--- config.mk ---
export PLATFORM = sky130hd
export DESIGN_NAME = shiftadd_mul
export DESIGN_NICKNAME = d
export VERILOG_FILES = /design/src/rtl/mul_pkg.sv /design/src/rtl/mul_datapath.sv /design/src/rtl/mul_ctrl.sv /design/src/rtl/shiftadd_mul.sv
export SDC_FILE = /design/constraint.sdc
export NUM_CORES = 1
export LEC_CHECK = 0
export ABC_AREA = 1
export ABC_CLOCK_PERIOD_IN_PS = 1850
export CORE_MARGIN = 2
export CORE_UTILIZATION = 40
export DETAILED_ROUTE_END_ITERATION = 10
export GPL_TIMING_DRIVEN = 0
export PLACE_DENSITY_LB_ADDON = 0.25
export SYNTH_ARGS = -nofsm -noshare
export SYNTH_HDL_FRONTEND = slang
export SYNTH_SLANG_ARGS = --single-unit
--- constraint.sdc ---
create_clock -name clk -period 1.85 [get_ports clk]
set_clock_uncertainty 0.05 [all_clocks]
set_input_delay 0.37 -clock clk [delete_from_list [all_inputs] [get_ports clk]]
set_output_delay 0.37 -clock clk [all_outputs]
set_load 0.005 [all_outputs]
--- src/rtl/mul_pkg.sv ---
package mul_pkg;

  typedef enum logic [1:0] {
    ST_IDLE = 2'd0,
    ST_TEST = 2'd1,
    ST_STEP = 2'd2,
    ST_DONE = 2'd3
  } mul_state_t;

  // One accumulation step: add the aligned multiplicand when the selector bit is set.
  function automatic logic [15:0] accum_step(input logic [15:0] acc,
                                             input logic [15:0] addend,
                                             input logic        sel);
    return sel ? (acc + addend) : acc;
  endfunction

endpackage

--- src/rtl/mul_datapath.sv ---
module mul_datapath #(
  parameter int OP_W = 8,
  localparam int PROD_W = 2 * OP_W
) (
  input  logic              clk,
  input  logic              rst,
  input  logic              load,
  input  logic              step,
  input  logic [OP_W-1:0]   a_in,
  input  logic [OP_W-1:0]   b_in,
  output logic [PROD_W-1:0] prod,
  output logic              mplier_zero
);

  logic [PROD_W-1:0] mcand_q;
  logic [OP_W-1:0]   mplier_q;
  logic [PROD_W-1:0] sum_sel;

  // Adder plus bypass multiplexer feeding the product register.
  always_comb begin
    if (PROD_W == 16) sum_sel = mul_pkg::accum_step(prod, mcand_q, mplier_q[0]);
    else              sum_sel = mplier_q[0] ? (prod + mcand_q) : prod;
  end

  assign mplier_zero = (mplier_q == '0);

  always_ff @(posedge clk) begin
    if (rst) begin
      mcand_q  <= '0;
      mplier_q <= '0;
      prod     <= '0;
    end else if (load) begin
      mcand_q  <= {{OP_W{1'b0}}, a_in};
      mplier_q <= b_in;
      prod     <= '0;
    end else if (step) begin
      prod     <= sum_sel;
      mcand_q  <= mcand_q << 1;
      mplier_q <= mplier_q >> 1;
    end
  end

endmodule

--- src/rtl/mul_ctrl.sv ---
module mul_ctrl
  import mul_pkg::*;
(
  input  logic       clk,
  input  logic       rst,
  input  logic       start,
  input  logic       mplier_zero,
  output mul_state_t state,
  output logic       accept,
  output logic       step,
  output logic       done
);

  mul_state_t nxt;

  // Next-state logic
  always_comb begin
    nxt = state;
    unique case (state)
      ST_IDLE: if (start) nxt = ST_TEST;
      ST_TEST: nxt = mplier_zero ? ST_DONE : ST_STEP;
      ST_STEP: nxt = ST_TEST;
      ST_DONE: nxt = ST_IDLE;
      default: nxt = ST_IDLE;
    endcase
  end

  // State register
  always_ff @(posedge clk) begin
    if (rst) state <= ST_IDLE;
    else     state <= nxt;
  end

  // Output logic
  always_comb begin
    accept = (state == ST_IDLE) && start;
    step   = (state == ST_STEP);
    done   = (state == ST_DONE);
  end

endmodule

--- src/rtl/shiftadd_mul.sv ---
module shiftadd_mul #(
  parameter int OP_W = 8,
  localparam int PROD_W = 2 * OP_W
) (
  input  logic              clk,
  input  logic              rst,
  input  logic              start,
  input  logic [OP_W-1:0]   op_a,
  input  logic [OP_W-1:0]   op_b,
  output logic [PROD_W-1:0] prod,
  output logic              done_valid,
  output logic [1:0]        state_code
);

  mul_pkg::mul_state_t st;
  logic accept_w;     // start taken this cycle
  logic step_w;       // add/shift this cycle
  logic mplier_zero;  // multiplier register empty

  mul_ctrl u_ctrl (
    .clk         (clk),
    .rst         (rst),
    .start       (start),
    .mplier_zero (mplier_zero),
    .state       (st),
    .accept      (accept_w),
    .step        (step_w),
    .done        (done_valid)
  );

  mul_datapath #(.OP_W(OP_W)) u_dp (
    .clk         (clk),
    .rst         (rst),
    .load        (accept_w),
    .step        (step_w),
    .a_in        (op_a),
    .b_in        (op_b),
    .prod        (prod),
    .mplier_zero (mplier_zero)
  );

  assign state_code = st;

endmodule

==> impl_results.md, run 1 <==
* Status: complete, no violations
* Worst slew pin tran at about 440 ps
* CTS tree: done
* Synthesis Warnings at 0
* Most frequent cells in the layout: nand2_1 (146), inv_1 (62), dfxtp_1 (37)
* Hold slack at 433.4 ps
* Clk_lat worst skew at 290 ps
* CTS Hold Buffers Added at 0
* Clock network fraction of design power at 0.319
* Area growth from synthesis to layout at 22.73%
* Hold Path Class: flop to flop
* Critical Path Sink Type: flop
* GR Overflow Total at 0
* RSZ-0062 raised after global routing: yes
* Cells after synthesis at 399
* Syn avg cell area at 6.444 um^2
* Initial DRC Count at 147
* Maximum vdd drop at 0.3834 mV
* Routability cong. at about 0.87
* Root Buffer Master: clkbuf_8
* Drt pass-1 iters at 4
* Fill count at around 640
* Crit-path max FO at 3
* Die area at 7085 um^2
* Comb pwr share at 0.147
* Post-synthesis sequential area ratio at 0.3270
* PD cells at 583.2 nW/um^2
* Maximum clock rate at 0.5754 GHz
* Seq pwr share at 0.534
* Share of layout cells above drive strength 1 at 0.09459
* Internal at 1322 uW
* # IOs at 38
* CTS max path bufs at 2
* Die width at 84.18 um
* CP most frequent cell: nand2_1
* Slowest CP cell: dfxtp_2
* Antenna viol nets, final at 0
* Initial antenna violation count at 0
* Rel. slew slack at 0.7071
* CP startpoint kind: flop
* Via density per instance at ~4.8
* Nets at 479
* Cell Area, Synth at 2571 um^2
* Die Y at ~84 um
* Final WS setup at around 110 ps
* Htree depth at 2
* Syn_nets at about 430
* Yosys cell types at 32
* Post-place setup slack at 5.109 ps
* Initial Util at 0.4096
* NetSw at 518.3 uW
* DP HPWL at 4734 um
* Leakage power at 0.001494 uW
* Period minus WS final at 1738 ps
* CP Cell Sequence: ha_2 -> fa_2 -> nand2_1 -> nand2_1 -> nand3b_1 -> nand2_2 -> nand2_2 -> nand2_1 -> nand2_1 -> nand3_1 -> nand2_1 -> inv_1
* Num Clock Sinks at 42
* Clock transition at path regs at 90 ps
* Fin. Hold Viols at 0
* Largest net degree at the start of global routing at 13
* Vias at 2491
* Max_cap viols at 0
* Vias in the first global route at 2361
* Final setup fails at 0
* Biggest cell delay along the critical path at 340 ps
* Total core area at 6277 um^2
* Most common cell after layout, fill and taps aside: nand2_1
* Critical path class: flop to flop
* First-pass GRT wire length at 10570 um
* Drt drc at 0
* GRT Total Usage at 0.1819
* Final wirelength at 6026 um
* Ant. Diodes at 0
* WL/cell at 11.57 um
* Max Slew Vio Count at 0
* Final Non-Filler Cells at 521
* Row cnt at 29
* Arrival time worst endpoint at 1890 ps
* Critical path required time at 2000 ps
* Placed cells at about 510
* IO Port Bufs at 36
* Crit share post-route at 0.9394
* Net Sw Frac at 0.2816
* Inserted Clock Buffers at 5
* Yosys reg bits at 42
[layout make-up]
class                      count  area [um^2]  share of cell area
clock inverter                 1        7.507            0.002379
timing repair buffer          38        375.4              0.1190
clock buffer                   6        72.57             0.02300
multi-input combinational    280         1446              0.4584
sequential                    42        847.1              0.2684
tap                           77        96.34             0.03053
inverter                      67        252.7             0.08009
buffer                        10        57.56             0.01824
[per-stage QoR]
| stage | setup TNS [ps] | power (uW) | instance area (um^2) | utilization |
|---|---|---|---|---|
| 2_1_floorplan | 0 | 1165 | 2571 | - |
| 3_3_place_gp | 0 | 1267 | 3028 | 0.4824 |
| 3_5_place_dp | 0 | 1272 | 3028 | 0.4824 |
| 4_1_cts | 0 | 1853 | 3115 | 0.4963 |
| 5_1_grt | -25.56 | 1943 | 3156 | 0.5027 |
| 6_report | 0 | 1840 | 3156 | 0.5027 |
[metal layers]
layer  global-route usage  wire (um)
met1               0.2420       2927
met4              0.05425         65
met5                    0          0
met3              0.03343        204
met2               0.3009       2829
[cells in the mapped netlist (all sizes together)]
cell	instances	area [um^2]
a21oi	25	125.1
a31oi	9	56.30
and2	2	12.51
buf	7	46.29
clkbuf	3	11.26
clkinv	1	5.000
dfxtp	42	840.8
fa	1	20.02
ha	15	187.7
inv	66	247.7
nand2	153	579.3
nand3	22	110.1
nand3b	2	15.01
nand4	2	12.51
nor2	16	85.08
nor3	4	20.02
nor4	2	12.51
o211ai	2	15.01
o21a	8	60.06
o21ai	9	45.04
o21bai	1	7.510
o221ai	3	26.28
or2	2	12.51
xnor2	1	8.760
xor2	1	8.760
[power groups by stage]
stage / sequential [uW] / clock [uW] / combinational (uW)
CTS: 981 / 601 / 271
global route: 989 / 648 / 306
global placement: 1000 / 0 / 267
detailed placement: 1000 / 0 / 270
finish: 983 / 587 / 270
floorplan: 990 / 0 / 175
[what timing repair did]
action                     CTS  global route
pin swaps                    0             4
setup endpoints to repair    2            10
hold endpoints to repair     0             0
resized for setup            2            12
setup buffers                0             2
[sequential cells by signal, indices dropped and copies added, names as in the netlist]
signal	flops
u_dp.mcand_q	16
u_dp.prod	16
u_dp.mplier_q	8
u_ctrl.state	2
[worst paths after layout]
path / slack (ps) / depth (start not counted) / from / to
min reg2reg: 430 / 2 / u_dp.prod[0]$_SDFFE_PP0P_ / u_dp.prod[0]$_SDFFE_PP0P_
max: 110 / 12 / u_dp.prod[0]$_SDFFE_PP0P_ / u_dp.prod[14]$_SDFFE_PP0P_
min: 430 / 2 / u_dp.prod[0]$_SDFFE_PP0P_ / u_dp.prod[0]$_SDFFE_PP0P_
max reg2reg: 110 / 12 / u_dp.prod[0]$_SDFFE_PP0P_ / u_dp.prod[14]$_SDFFE_PP0P_
[cell families after synthesis]
logic type,after synthesis,share of synthesized area
adders and majority gates,16,0.08078
xor gates and xnor gates,2,0.006814
AOI/OAI and AO/OA,57,0.1304
and+or+nand+nor,205,0.3343
buffers and inverters,77,0.1207
DFF,42,0.3270
[worst max-delay path: cells and delay by family, from the launching register on]
kind                     cells  cell delay (ps)
AND/OR/NAND/NOR              9              700
adder cells (fa/ha/maj)      2              530
flip-flops                   1              340
buffers and inverters        1               40
Note: power is estimated with default switching activity, not from simulation.
==> run 2, diff against run 1 <==
DONT_BUFFER_PORTS = 1   (was unset)
REMOVE_ABC_BUFFERS = 1   (was unset)
==> impl_results.md, run 2 (synthesized netlist as in run 1, its figures left out) <==
* Status: complete, no violations
* Hold Path Class: input pin to flop
* Die area at 7085 um^2
* IO Port Bufs at 0
* Hold Crit Start: rst
* Nets at approximately 440
* GRT Total Usage at 0.1736
* DP HPWL at 4185 um
* Critical path required time at 2010 ps
* Ant. Diodes at 0
* Htree depth at 2
* Max Slew Vio Count at 0
* Area growth from synthesis to layout at 10.27%
* Leakage power at approximately 0.0013 uW
* Biggest cell delay along the critical path at between 300 and 400 ps
* Vias in the first global route at about 2.3k
* Max_cap viols at 0
* Die Y at 84.18 um
* Die width at ~84 um
* Inserted Clock Buffers at 5
* Via density per instance at 4.944
* Clk_lat worst skew at 310 ps
* Largest net degree at the start of global routing at 29
* Most common cell after layout, fill and taps aside: nand2_1
* Root Buffer Master: clkbuf_8
* CP most frequent cell: nand2_2
* Num Clock Sinks at 42
* Period minus WS final at 1731 ps
* Row cnt at 29
* # IOs at 38
* Initial Util at 0.4096
* Most frequent cells in the layout: nand2_1 (142), inv_1 (62), dfxtp_1 (39)
* Routability cong. at 0.8252
* Slowest CP cell: dfxtp_4
* Fin. Hold Viols at 0
* Initial antenna violation count at 0
* CTS tree: done
* First-pass GRT wire length at 10070 um
* Maximum clock rate at 0.5777 GHz
* Antenna viol nets, final at 0
* Critical Path Sink Type: flop
* WL/cell at 12.34 um
* Crit share post-route at 0.9356
* CP Cell Sequence: ha_4 -> fa_2 -> nand2_2 -> nand2_2 -> nand3b_1 -> nand2_2 -> nand2_2 -> nand2_2 -> nand2_1 -> nand3_1 -> nand2_1 -> inv_1
* Fill count at ~670
* Vias at roughly 2.4k
* CTS max path bufs at 2
* Worst slew pin tran at 455.1 ps
* Final wirelength at 5911 um
* Arrival time worst endpoint at 1890 ps
* Rel. slew slack at 0.6963
* GR Overflow Total at 0
* Initial DRC Count at 100
* Drt drc at 0
* Reg-to-Reg Start: u_dp.mcand_q[0]$_SDFFE_PP0P_
* Crit-path max FO at 3
* PD cells at 648.7 nW/um^2
* CTS Hold Buffers Added at 0
* Largest registers: u_dp.mcand_q (16), u_dp.prod (16), u_dp.mplier_q (8)
* Share of layout cells above drive strength 1 at 0.1144
* Maximum vdd drop at approximately 0.35 mV
* Setup tns final at 0 ps
* Setup crit start: u_dp.mcand_q[0]$_SDFFE_PP0P_
* Final setup fails at 0
* Drt pass-1 iters at 4
* Total core area at around 6300 um^2
* CP startpoint kind: flop
* Clock transition at path regs at about 90 ps
* Critical path class: flop to flop
* Hold slack at 60.75 ps
* RSZ-0062 raised after global routing: yes
[run 2: worst paths after layout]
path	endpoint	slack, ps	depth (start not counted)
worst max-delay path	u_dp.prod[10]$_SDFFE_PP0P_	120	12
worst min-delay path	u_dp.mcand_q[2]$_SDFFE_PP0P_	60	1
worst max register to register	u_dp.prod[10]$_SDFFE_PP0P_	120	12
worst min register to register	u_dp.mplier_q[7]$_SDFFE_PP0P_	430	2
[run 2: cell type report]
type	instances	area [um^2]	share of cell area
Clock buffer	5	68.82	0.02427
Timing Repair Buffer	4	30.03	0.01059
Clock inverter	3	18.77	0.006620
Inverter	67	254.0	0.08959
Sequential cell	42	847.1	0.2988
Tap cell	77	96.34	0.03398
Multi-Input combinational cell	281	1520	0.5362
[run 2: report_power, final]
group / internal, uW / total, uW / switching (uW)
combinational: 80.2 / 220 / 139
clock: 267 / 634 / 367
sequential: 942 / 986 / 44.0
[run 2: worst max-delay path: cells and delay by family, from the launching register on]
kind,cells,cell delay (ps)
adder cells (fa/ha/maj),2,520
AND/OR/NAND/NOR,9,680
flip-flops,1,370
buffers and inverters,1,30
[run 2: repair_timing]
action                                 4_1_cts  5_1_grt
pin swaps                                    1        8
gates resized for setup                      2       22
setup endpoints to repair                   11       19
gates cloned                                 1        0
endpoints found under the hold margin        0        0
buffers inserted                             0        4
[run 2: per-stage QoR]
stage | power (uW) | setup WS [ps] | instance area, um^2 | util | instances
finish | 1839 | 119.1 | 2835 | 0.4517 | 479
global placement | 1199 | -72.92 | 2610 | 0.4158 | 466
floorplan | 1149 | 161.0 | 2514 | - | 389
detailed placement | 1202 | -73.66 | 2610 | 0.4158 | 466
global route | 1921 | -12.47 | 2835 | 0.4517 | 479
CTS | 1835 | 8.072 | 2708 | 0.4313 | 475
[run 2: routing by layer]
metal / routed length (um) / vias to the layer above / GRT usage
met1: 2939 / 1055 / 0.2169
met5: 0 / - / 0
met3: 191 / 8 / 0.04031
met2: 2677 / 37 / 0.2915
met4: 103 / 0 / 0.06452
li1: - / 1268 / -
==> run 3, diff against run 2 <==
DONT_BUFFER_PORTS = unset   (was 1)
MAX_ROUTING_LAYER = met4   (was unset)
==> impl_results.md, run 3 (synthesized netlist as in run 1, its figures left out) <==
* Status: complete, no violations
* Die Y at 84.18 um
* Initial Util at 0.4096
* Ant. Diodes at 0
* PD cells at 589.1 nW/um^2
* Rel. slew slack at 0.5628
* Row cnt at 29
* CTS tree: done
* Crit-path max FO at 3
* Die width at 84.18 um
* Max Slew Vio Count at 0
* Maximum clock rate at 0.5694 GHz
* WL/cell at 11.27 um
* Critical path class: flop to flop
* Placed cells at 503
* Arrival time worst endpoint at between 1500 and 2000 ps
* Total core area at 6277 um^2
* # IOs at 38
* GRT Total Usage at 0.1744
* Root Buffer Master: clkbuf_8
* Leakage power at 0.001472 uW
* RSZ-0062 raised after global routing: yes
* CP bufs+invs at 1
* Hold Path Class: flop to flop
* Max_cap viols at 0
* Final WS setup at 93.66 ps
* Slowest CP cell: dfxtp_2
* Largest net degree at the start of global routing at 29
* Worst reg2reg path endpoint: u_dp.prod[14]$_SDFFE_PP0P_
* R2r worst-path depth at 12
* Via density per instance at 4.788
* Fin. Hold Viols at 0
* GR Overflow Total at 0
* CTS Hold Buffers Added at 0
* Most common cell after layout, fill and taps aside: nand2_1
* Drt drc at 0
* Vias in the first global route at 2294
* Final setup fails at 0
* Inserted Clock Buffers at 5
* Htree depth at 2
* Largest registers: u_dp.mcand_q (16), u_dp.prod (16), u_dp.mplier_q (8)
* Hold Crit Start: u_dp.mcand_q[0]$_SDFFE_PP0P_
* Initial antenna violation count at 0
* Critical Path Sink Type: flop
* CP startpoint kind: flop
* Flop2flop setup slack at 90 ps
* Clock transition at path regs at 80 ps
* Antenna viol nets, final at 0
* Hold depth at 2
* Crit share post-route at 0.9494
* Post-place setup slack at -312.0 ps
* Vias at ~2.5k
* Nets at around 470
* CP most frequent cell: nand2_1
* Num Clock Sinks at 42
* Critical path required time at 2000 ps
* Drt pass-1 iters at 4
* Share of layout cells above drive strength 1 at 0.07569
* Hold slack at 437.8 ps
* Worst slew pin tran at 653.8 ps
* DP HPWL at 4252 um
* CP top delay family: simple AND/OR/NAND/NOR gates
* Period minus WS final at 1756 ps
* Biggest cell delay along the critical path at 340 ps
* Initial DRC Count at 139
* Reg-to-Reg Start: u_dp.prod[0]$_SDFFE_PP0P_
* CP Cell Sequence: ha_2 -> fa_2 -> nand2_1 -> nand2_1 -> nand3b_1 -> nand2_2 -> nand2_1 -> nand2_1 -> nand2_1 -> nand3_1 -> nand2_1 -> inv_1
* Routability cong. at 0.8828
* Maximum vdd drop at a little over 0.5 mV
* Die area at 7085 um^2
* Most frequent cells in the layout: nand2_1 (149), inv_1 (62), dfxtp_1 (38)
* Final wirelength at 5779 um
* Clk_lat worst skew at 290 ps
* Hold EP: u_dp.mcand_q[0]$_SDFFE_PP0P_
* First-pass GRT wire length at 9956 um
* IO Port Bufs at 37
* CTS max path bufs at 2
* Area growth from synthesis to layout at 22.29%
* Final Non-Filler Cells at 513
-- run 3: cell types whose count changed in the layout (fill, tap and decap cells not counted), moves of 3 or more --
cell	change
ha_1	+3
ha_4	-4
clkdlybuf4s50_1	+37
buf_4	-4
nand2_1	+7
nand2_2	-7
-- run 3: final cells by class --
class / instances / area [um^2]
well taps: 77 / 96.34
flip-flops and latches: 42 / 845.8
clock inverters: 1 / 7.507
inverters: 67 / 259.0
repair buffers: 39 / 410.4
fillers: 654 / 3133
clock buffers: 6 / 72.57
multi-input cells: 281 / 1453
-- run 3: timing repair --
action / 4_1_cts / 5_1_grt
cloned: 1 / 0
gates resized for setup: 3 / 12
buffers inserted: 0 / 2
pin swaps: 2 / 3
setup endpoints to repair: 14 / 28
-- run 3: where the power goes --
| part | leakage, uW | total (uW) | internal (uW) | switching [uW] |
|---|---|---|---|---|
| clock | 0.0000373 | 585 | 259 | 326 |
| combinational | 0.00109 | 283 | 128 | 155 |
| sequential | 0.000343 | 983 | 943 | 40.8 |
-- run 3: how the worst max path moves through the flow --
stage / start / to / depth (start not counted)
2_1_floorplan: u_dp.prod[0]$_SDFFE_PP0P_ / u_dp.prod[12]$_SDFFE_PP0P_ / 11
3_3_place_gp: rst / u_dp.mcand_q[13]$_SDFFE_PP0P_ / 4
3_5_place_dp: rst / u_dp.prod[0]$_SDFFE_PP0P_ / 4
4_1_cts: u_dp.prod[0]$_SDFFE_PP0P_ / u_dp.prod[14]$_SDFFE_PP0P_ / 12
5_1_grt: u_dp.prod[0]$_SDFFE_PP0P_ / u_dp.prod[14]$_SDFFE_PP0P_ / 12
6_report: u_dp.prod[0]$_SDFFE_PP0P_ / u_dp.prod[14]$_SDFFE_PP0P_ / 12
-- run 3: worst min-delay path, cell delays in order, from the launching register on --
cell,delay [ps]
dfxtp_2,340
nand2_1,60
a21oi_1,50
-- run 3: layer usage --
layer,part of all wire,vias up,global-route usage
li1,-,1333,-
met1,0.50,1082,0.2188
met2,0.46,35,0.2879
met3,0.029,6,0.03147
met4,0.011,0,0.04985
met5,0,-,-
-- run 3: through the flow --
| step | TNS [ps] | util | area, um^2 | power [uW] |
|---|---|---|---|---|
| 3_3_place_gp | -6403 | 0.4748 | 2980 | 1254 |
| 5_1_grt | -5.723 | 0.5009 | 3144 | 1930 |
| 3_5_place_dp | -6824 | 0.4748 | 2980 | 1260 |
| 4_1_cts | 0 | 0.4899 | 3075 | 1844 |
| 2_1_floorplan | 0 | - | 2514 | 1149 |
| 6_report | 0 | 0.5009 | 3144 | 1852 |
